[src/rtl/gseq_pkg.sv]
package gseq_pkg;

  // command encoding from the three-state decoder
  typedef enum logic [1:0] {
    CMD_LOW  = 2'b00,
    CMD_HIGH = 2'b01,
    CMD_OFFA = 2'b10,
    CMD_OFFB = 2'b11
  } cmd_t;

  typedef enum logic [2:0] {
    ST_IDLE    = 3'd0,
    ST_LS_ON   = 3'd1,
    ST_WAIT_HS = 3'd2,
    ST_HS_ON   = 3'd3,
    ST_WAIT_LS = 3'd4
  } seq_state_t;

  // strobes from control to the delay datapath
  typedef struct packed {
    logic clear;    // restart all delay channels
    logic runRise;  // high-side turn-on wait is active
    logic runFall;  // low-side turn-on wait is active
  } seq_strobe_t;

  // completion indications back to control
  typedef struct packed {
    logic riseDone;
    logic fallDone;
    logic backupDone;
  } seq_done_t;

endpackage

[src/rtl/gseq_delay.sv]
module gseq_delay #(
  parameter int unsigned LIMIT = 4,
  parameter int unsigned CNT_W = 4
) (
  input  logic clk,
  input  logic rst_n,
  input  logic clear,
  input  logic run,
  input  logic flag,
  output logic done
);

  localparam logic [CNT_W-1:0] LIM_V = CNT_W'(LIMIT);

  logic [CNT_W-1:0] cnt;
  logic             armed;
  logic             seen;

  // the flag is latched once seen, so a short pulse still counts
  assign seen = armed | flag;
  assign done = run & seen & (cnt >= LIM_V);

  always_ff @(posedge clk or negedge rst_n) begin
    if (!rst_n) begin
      cnt   <= '0;
      armed <= 1'b0;
    end else if (clear) begin
      cnt   <= '0;
      armed <= 1'b0;
    end else if (run && seen && !done) begin
      armed <= 1'b1;
      if (cnt < LIM_V) cnt <= cnt + 1'b1;
    end
  end

endmodule

[src/rtl/gseq_timers.sv]
module gseq_timers
  import gseq_pkg::*;
#(
  parameter int unsigned ON_DLY  = 4,
  parameter int unsigned OFF_DLY = 4,
  parameter int unsigned TIMEOUT = 32
) (
  input  logic        clk,
  input  logic        rst_n,
  input  seq_strobe_t strobe,
  input  logic        lsGateLow,
  input  logic        swNodeLow,
  input  logic        hsGateLow,
  output seq_done_t   done
);

  localparam int unsigned N_CH   = 3;
  localparam int unsigned MAX_AB = (ON_DLY > OFF_DLY) ? ON_DLY : OFF_DLY;
  localparam int unsigned MAXLIM = (MAX_AB > TIMEOUT) ? MAX_AB : TIMEOUT;
  localparam int unsigned CNT_W  = $clog2(MAXLIM + 1) + 1;

  logic [N_CH-1:0] chFlag;
  logic [N_CH-1:0] chRun;
  logic [N_CH-1:0] chDone;

  // channel 0: rising wait, channel 1: switch node path, channel 2: backup
  assign chFlag = {hsGateLow, swNodeLow, lsGateLow};
  assign chRun  = {strobe.runFall, strobe.runFall, strobe.runRise};

  for (genvar g = 0; g < N_CH; g++) begin : g_ch
    localparam int unsigned LIM = (g == 0) ? ON_DLY : ((g == 1) ? OFF_DLY : TIMEOUT);
    gseq_delay #(
      .LIMIT(LIM),
      .CNT_W(CNT_W)
    ) u_dly (
      .clk  (clk),
      .rst_n(rst_n),
      .clear(strobe.clear),
      .run  (chRun[g]),
      .flag (chFlag[g]),
      .done (chDone[g])
    );
  end

  assign done.riseDone   = chDone[0];
  assign done.fallDone   = chDone[1];
  assign done.backupDone = chDone[2];

endmodule

[src/rtl/gseq_ctrl.sv]
module gseq_ctrl
  import gseq_pkg::*;
(
  input  logic        clk,
  input  logic        rst_n,
  input  logic [1:0]  cmdIn,
  input  logic        skipN,
  input  logic        drvEnable,
  input  logic        uvloActive,
  input  seq_done_t   done,
  output seq_strobe_t strobe,
  output logic        gateHigh,
  output logic        gateLow
);

  seq_state_t state;
  seq_state_t nextState;
  cmd_t       cmd;
  logic       blocked;

  assign cmd     = cmd_t'(cmdIn);
  assign blocked = !drvEnable || uvloActive || cmdIn[1];

  always_comb begin
    nextState = state;
    if (blocked) begin
      nextState = ST_IDLE;
    end else if (cmd == CMD_HIGH) begin
      case (state)
        ST_HS_ON:   nextState = ST_HS_ON;
        ST_WAIT_HS: nextState = done.riseDone ? ST_HS_ON : ST_WAIT_HS;
        default:    nextState = ST_WAIT_HS;
      endcase
    end else if (!skipN) begin
      nextState = ST_IDLE;
    end else begin
      case (state)
        ST_LS_ON:   nextState = ST_LS_ON;
        ST_WAIT_LS: nextState = (done.fallDone || done.backupDone) ? ST_LS_ON : ST_WAIT_LS;
        default:    nextState = ST_WAIT_LS;
      endcase
    end
  end

  always_ff @(posedge clk or negedge rst_n) begin
    if (!rst_n) state <= ST_IDLE;
    else        state <= nextState;
  end

  always_comb begin
    strobe.clear   = (nextState != state);
    strobe.runRise = (state == ST_WAIT_HS);
    strobe.runFall = (state == ST_WAIT_LS);
  end

  assign gateHigh = (state == ST_HS_ON);
  assign gateLow  = (state == ST_LS_ON);

  // no shoot-through
  p_no_overlap_r10: assert property (@(posedge clk) disable iff (!rst_n)
    !(gateHigh && gateLow));
  // high side rises only after the low side was already off
  p_hs_after_ls_off_r2: assert property (@(posedge clk) disable iff (!rst_n)
    $rose(gateHigh) |-> $past(!gateLow));
  // low side rises only after the high side was already off
  p_ls_after_hs_off_r3: assert property (@(posedge clk) disable iff (!rst_n)
    $rose(gateLow) |-> $past(!gateHigh));

  p_disable_r6: assert property (@(posedge clk) disable iff (!rst_n)
    !drvEnable |=> (!gateHigh && !gateLow));

  p_lockout_r7: assert property (@(posedge clk) disable iff (!rst_n)
    uvloActive |=> (!gateHigh && !gateLow));

  p_off_cmd_r8: assert property (@(posedge clk) disable iff (!rst_n)
    cmdIn[1] |=> (!gateHigh && !gateLow));

  p_skip_r5: assert property (@(posedge clk) disable iff (!rst_n)
    !skipN |=> !gateLow);

endmodule

[src/rtl/dt_gate_seq.sv]
module dt_gate_seq
  import gseq_pkg::*;
#(
  parameter int unsigned ON_DLY  = 4,
  parameter int unsigned OFF_DLY = 4,
  parameter int unsigned TIMEOUT = 32
) (
  input  logic       clk,
  input  logic       rst_n,
  input  logic [1:0] cmdIn,
  input  logic       skipN,
  input  logic       drvEnable,
  input  logic       uvloActive,
  input  logic       lsGateLow,
  input  logic       hsGateLow,
  input  logic       swNodeLow,
  output logic       gateHigh,
  output logic       gateLow
);

  seq_strobe_t strobe;
  seq_done_t   done;

  gseq_ctrl u_ctrl (
    .clk       (clk),
    .rst_n     (rst_n),
    .cmdIn     (cmdIn),
    .skipN     (skipN),
    .drvEnable (drvEnable),
    .uvloActive(uvloActive),
    .done      (done),
    .strobe    (strobe),
    .gateHigh  (gateHigh),
    .gateLow   (gateLow)
  );

  gseq_timers #(
    .ON_DLY (ON_DLY),
    .OFF_DLY(OFF_DLY),
    .TIMEOUT(TIMEOUT)
  ) u_timers (
    .clk      (clk),
    .rst_n    (rst_n),
    .strobe   (strobe),
    .lsGateLow(lsGateLow),
    .swNodeLow(swNodeLow),
    .hsGateLow(hsGateLow),
    .done     (done)
  );

endmodule

[config.mk]
export PLATFORM = sky130hd
export DESIGN_NAME = dt_gate_seq
export DESIGN_NICKNAME = d
export VERILOG_FILES = /design/src/rtl/gseq_pkg.sv /design/src/rtl/gseq_delay.sv /design/src/rtl/gseq_timers.sv /design/src/rtl/gseq_ctrl.sv /design/src/rtl/dt_gate_seq.sv
export SDC_FILE = /design/constraint.sdc
export NUM_CORES = 1
export LEC_CHECK = 0
export ABC_AREA = 1
export BUFFER_PORTS_ARGS = -buffer_cell sky130_fd_sc_hd__buf_2
export CAP_MARGIN = 25
export CELL_PAD_IN_SITES_DETAIL_PLACEMENT = 0
export CELL_PAD_IN_SITES_GLOBAL_PLACEMENT = 1
export CORE_UTILIZATION = 44
export DETAILED_ROUTE_END_ITERATION = 8
export GPL_TIMING_DRIVEN = 1
export PLACE_DENSITY_LB_ADDON = 0.25
export SETUP_SLACK_MARGIN = 0.3
export SYNTH_ARGS = -nofsm -noshare
export SYNTH_HDL_FRONTEND = slang
export SYNTH_HIERARCHICAL = 1
export SYNTH_SLANG_ARGS = --single-unit
[constraint.sdc]
create_clock -name clk -period 2.9 [get_ports clk]
set_input_delay 0 -clock clk [delete_from_list [all_inputs] [get_ports clk]]
set_output_delay 0 -clock clk [all_outputs]
set_load 0.005 [all_outputs]
### Word-level counts from Yosys, hierarchy flattened

Index checks and enable logic that the tools add are counted.

| operators by class | value |
|---|---|
| $add $sub $neg | 3 |
| magnitude comparators | 6 |
| equal/unequal tests | 6 |
| muxes and demuxes | 22 |
| bitwise operators | 9 |
| reduce and logical (&&, ||, !) cells | 22 |

Operator list:

| operator | number |
|---|---|
| $mux 7 | 9 |
| $add 7x1->7 const B | 3 |
| $ge 7x3->1 const B | 2 |
| $lt 7x3->1 const B | 2 |
| $mux 3 | 4 |
| $pmux 3 s2 | 2 |
| $reduce_bool 2->1 | 6 |
| $ge 7x6->1 const B | 1 |
| $lt 7x6->1 const B | 1 |
| $mux 1 | 7 |
| $and 1x1->1 | 6 |
| $eq 3x2->1 const B | 2 |
| $logic_and 1x1->1 | 6 |
| $reduce_and 2->1 | 3 |
| $logic_not 1->1 | 4 |
| $eq 3x1->1 const B | 1 |
| $eq 3x3->1 const B | 1 |
| $logic_or 1x1->1 | 3 |
| $ne 3x3->1 | 1 |
| $or 1x1->1 | 3 |
| $eq 2x1->1 const B | 1 |

| storage, ports and cells | value |
|---|---|
| register bits | 27 |
| input port bits | 10 |
| output and inout port bits | 2 |
| word-level logic and storage cells | 75 |

### Logic depth before layout (Yosys ltp)

| logic depth | value |
|---|---|
| word-level depth | 12 |
| gate-level depth with buffers | 20 |
| depth with buffers taken out | 20 |

### Modules after synthesis

The synthesis kept the hierarchy.

By module, submodules not included:

| module | times used | cells each | area an instance (sq um) | sequential area each (sq um) |
|---|---|---|---|---|
| gseq_delay (u_timers.g_ch[0].u_dly ...) | 2 | 46 | 402.9 | 200.2 |
| gseq_delay (u_timers.g_ch[2].u_dly) | 1 | 55 | 450.4 | 200.2 |
| gseq_ctrl | 1 | 45 | 270.3 | 75.1 |

### Worst setup path after synthesis

No wires, ideal clock.

| timing path | value |
|---|---|
| kind | register -> register |
| start | reg u_ctrl.state[0] |
| end | reg u_timers.g_ch[2].u_dly.cnt[2] |
| setup time | 0.118 ns |
| arrival time | 2.338 ns |
| data required time | 2.782 ns |
| setup slack | 0.445 ns |
| stages on the path, launching flop included | 19 |
| path buffers | 0 |
| clock period less this slack | 2.455 ns |
| cells stage by stage | dfrtp_1 nor3_1 inv_1 nor2_4 o21ai_0 inv_1 inv_1 nand2_1 nand3_2 nand2_1 nand2_1 nand2_2 nand2_2 nand2_1 nand3_2 inv_1 nand2_4 nand3_1 nand2_1 |

RTL lines:

| item | line | text |
|---|---|---|
| from (decl) | gseq_ctrl.sv:16 | `seq_state_t state;` |
| from (signal assigned) | gseq_ctrl.sv:47 | `else state <= nextState;` |
| to (signal assigned) | gseq_delay.sv:32 | `if (cnt < LIM_V) cnt <= cnt + 1'b1;` |
| to (decl) | gseq_delay.sv:15 | `logic [CNT_W-1:0] cnt;` |

==> flow_metrics.py <==
metrics = {
    "final_layout": {
        "final_common_cell": "inv_1",
        "antenna_cells": 0,
        "post_route_cells_drive_above_1_share_pct": 21.1,
        "areaGrowthSynthToFinish_pct": 11.1,
        "final_cell_mix": "inv_1, nand2_1, dfrtp_1, nor2_1, buf_2",
        "fin_util_pct": 50.8,
        "final_nets": 226,
        "n_fill_cell": 347,
    },
    "sta": {
        "fin_tns_setup_ns": 0,
        "setup_viol": 0,
        "period_minus_slack_ns": 2.37,
        "finalHoldViolations": 0,
        "rsz0062_at_grt": "true",
        "max_freq_ghz": 0.422,
        "skew_ns": 0.00836,
        "worst_pin_slew_ns": 0.604,
        "post-route-period-util_pct": 81.8,
        "slew_headroom_pct": 59.7,
        "maxSlewViolCount": 0,
    },
    "worst_setup_path": {
        "startpoint_type": "flip-flop",
        "rr_endpoint": "u_timers/g_ch[2].u_dly/cnt[2]",
        "critPathMaxFanout": 17,
        "r2r_start": "u_ctrl/state[0]",
        "reg2reg_depth": 19,
        "rrSetupSlack_ns": 0.53,
        "end_kind": "flip-flop",
        "required_ns": 3.18,
        "critical_path_arrival_ns": 2.65,
        "crit_type": "reg2reg",
    },
    "floorplanning": {
        "die-area_sq_um": 3710,
        "rows": 21,
        "core-area_sq_um": 3340,
        "die_h_microns": 60.9,
        "ios": 12,
        "dieWidth_microns": 60.9,
        "start_util_pct": 45.7,
    },
    "yosys": {
        "syn_nets": 208,
        "synthArstFlopShare_pct": 100,
        "ys_seq_area_share_pct": 44.3,
        "synth_flop_cell": "dfrtp_1",
        "synth_cells": 192,
        "synth_edf_count": 0,
        "ys_warn_count": 6,
        "netlist_area_sq_um": 1530,
        "synth-seq-cells": 27,
        "synth.avg_cell_area_sq_um": 7.95,
        "ys_types": 22,
    },
    "min_path": {
        "hold_end": "u_ctrl/state[2]",
        "hp-start": "skipN",
        "hold_class": "in2reg",
        "hold_depth": 5,
    },
    "power": {
        "p_leak_uw": 0.000946,
        "peakVddDrop_v": 0.000289,
        "powerDensity_nw_per_um2": 378,
    },
    "cts": {
        "clockBufferDepth": 2,
        "cts_max_level": 1,
        "clk_pin_slew_ns": 0.15,
        "worstSkewPairLatency_ns": 0.32,
        "cts-root-buf": "clkbuf_4",
        "cts-buffers-inserted": 3,
        "cts.sinks": 27,
        "tritoncts": "yes",
    },
    "routing": {
        "wl_microns": 2720,
        "ant_nets": 0,
        "routed_via_density": 4.61,
        "drt_iter0_markers": 45,
        "drc": 0,
        "wl_per_cell_microns": 10.7,
        "drt_pass1_iterations": 4,
        "vias": 1176,
    },
    "status": {
        "outcome": "completed",
    },
    "placement": {
        "gp_congestion": 0.799,
        "dp_hpwl_microns": 2050,
        "port_buffers": 11,
    },
    "global_route": {
        "track_usage_pct": 15.6,
        "grt_max_degree": 28,
        "antenna_found_initial": 0,
        "grt_pass1_vias": 1050,
        "gr-total-overflow": 0,
        "grt_pass1_wl_microns": 4260,
    },
    "run": {
        "cap_violations": 0,
    },
}
==> flip-flops by register name, indices dropped and copies added (netlist names) <==
signal                     cells
u_timers/g_ch.u_dly/armed      3
u_timers/g_ch.u_dly/cnt       21
u_ctrl/state                   3
==> synthesized netlist by cell type, types with 4 or more instances <==
library cell | n | area (sq um)
inv_1 | 43 | 161
dfrtp_1 | 27 | 676
nand4_1 | 9 | 56.3
nor2_1 | 23 | 86.3
nand3_2 | 4 | 40.0
xor2_1 | 4 | 35.0
nand2_2 | 4 | 25.0
nor2_4 | 4 | 45.0
ha_1 | 6 | 75.1
nand2_1 | 38 | 143
nand3_1 | 10 | 50.1
nor2_2 | 5 | 31.3
==> repair_timing <==
item                       in CTS  in global routing
setup endpoints to repair       2                 12
hold endpoints to repair       27                  0
hold buffers                    1                  0
resized for setup               1                  4
buffers inserted                0                  0
==> where the power goes <==
group	leakage [uW]	switching, uW	internal [uW]
sequential	0.000374	10.8	391
clock	0.0000177	112	51.7
combinational	0.000555	51.7	25.3
total	0.000946	174	468
==> area by class of cell <==
| cell class | count | area (sq um) | share of cell area, % |
|---|---|---|---|
| well taps | 46 | 57.6 | 3.39 |
| clock inverters | 1 | 5.00 | 0.295 |
| multi-input cells | 119 | 691 | 40.7 |
| flip-flops and latches | 27 | 676 | 39.8 |
| inverters | 46 | 173 | 10.2 |
| clock buffers | 3 | 22.5 | 1.33 |
| repair buffers | 13 | 72.6 | 4.28 |
==> logic make-up after synthesis <==
| kind of cell | after synthesis | share of synthesized area (%) |
|---|---|---|
| AO/OA/AOI/OAI | 9 | 3.77 |
| XOR/XNOR | 4 | 2.29 |
| adder cells (fa/ha/maj) | 6 | 4.92 |
| buffers and inverters | 46 | 11.3 |
| flip-flops | 27 | 44.3 |
| AND/OR/NAND/NOR | 100 | 33.4 |
==> critical path: stages, from the launching register on <==
cell and delay [ns]:
dfrtp_1 0.48, nor3_2 0.25, inv_1 0.10, nor2_4 0.16
o21ai_0 0.10, inv_1 0.06, inv_1 0.03, nand2_1 0.06
nand3_2 0.08, nand2_1 0.07, nand2_1 0.06, nand2_2 0.07
nand2_2 0.05, nand2_1 0.10, nand3_4 0.23, inv_2 0.17
nand2_4 0.08, inv_2 0.07, nand2_1 0.04, nand2_1 0.07
==> metal layers <==
layer | routed length (microns) | up-vias | GRT usage, %
met2 | 1340 | 15 | 28.9
li1 | - | 610 | -
met1 | 1290 | 547 | 18.4
met3 | 69 | 4 | 3.20
met5 | 0 | - | 0
met4 | 24 | 0 | 3.90
==> metrics by stage <==
step                total power [uW]  instance area [sq um]  hold WS, ns  cells  worst slack [ns]
detailed placement               484                   1650       0.0451    250             0.332
global placement                 481                   1650       0.0404    250             0.431
CTS                              649                   1690       0.0281    255             0.445
floorplan                        457                   1530       -0.296    192             0.445
global route                     674                   1700       0.0636    255             0.239
finish                           642                   1700       0.0355    255             0.528
==> worst max path at each step <==
stage                     from                            end  cells after the start
6_report       u_ctrl/state[0]  u_timers/g_ch[2].u_dly/cnt[2]                     19
5_1_grt        u_ctrl/state[2]  u_timers/g_ch[2].u_dly/cnt[3]                     20
4_1_cts        u_ctrl/state[0]  u_timers/g_ch[2].u_dly/cnt[2]                     19
3_5_place_dp   u_ctrl/state[0]  u_timers/g_ch[2].u_dly/cnt[2]                     19
3_3_place_gp   u_ctrl/state[0]  u_timers/g_ch[2].u_dly/cnt[4]                     18
2_1_floorplan  u_ctrl/state[0]  u_timers/g_ch[2].u_dly/cnt[2]                     18
Power figures use the tool's default switching activity.
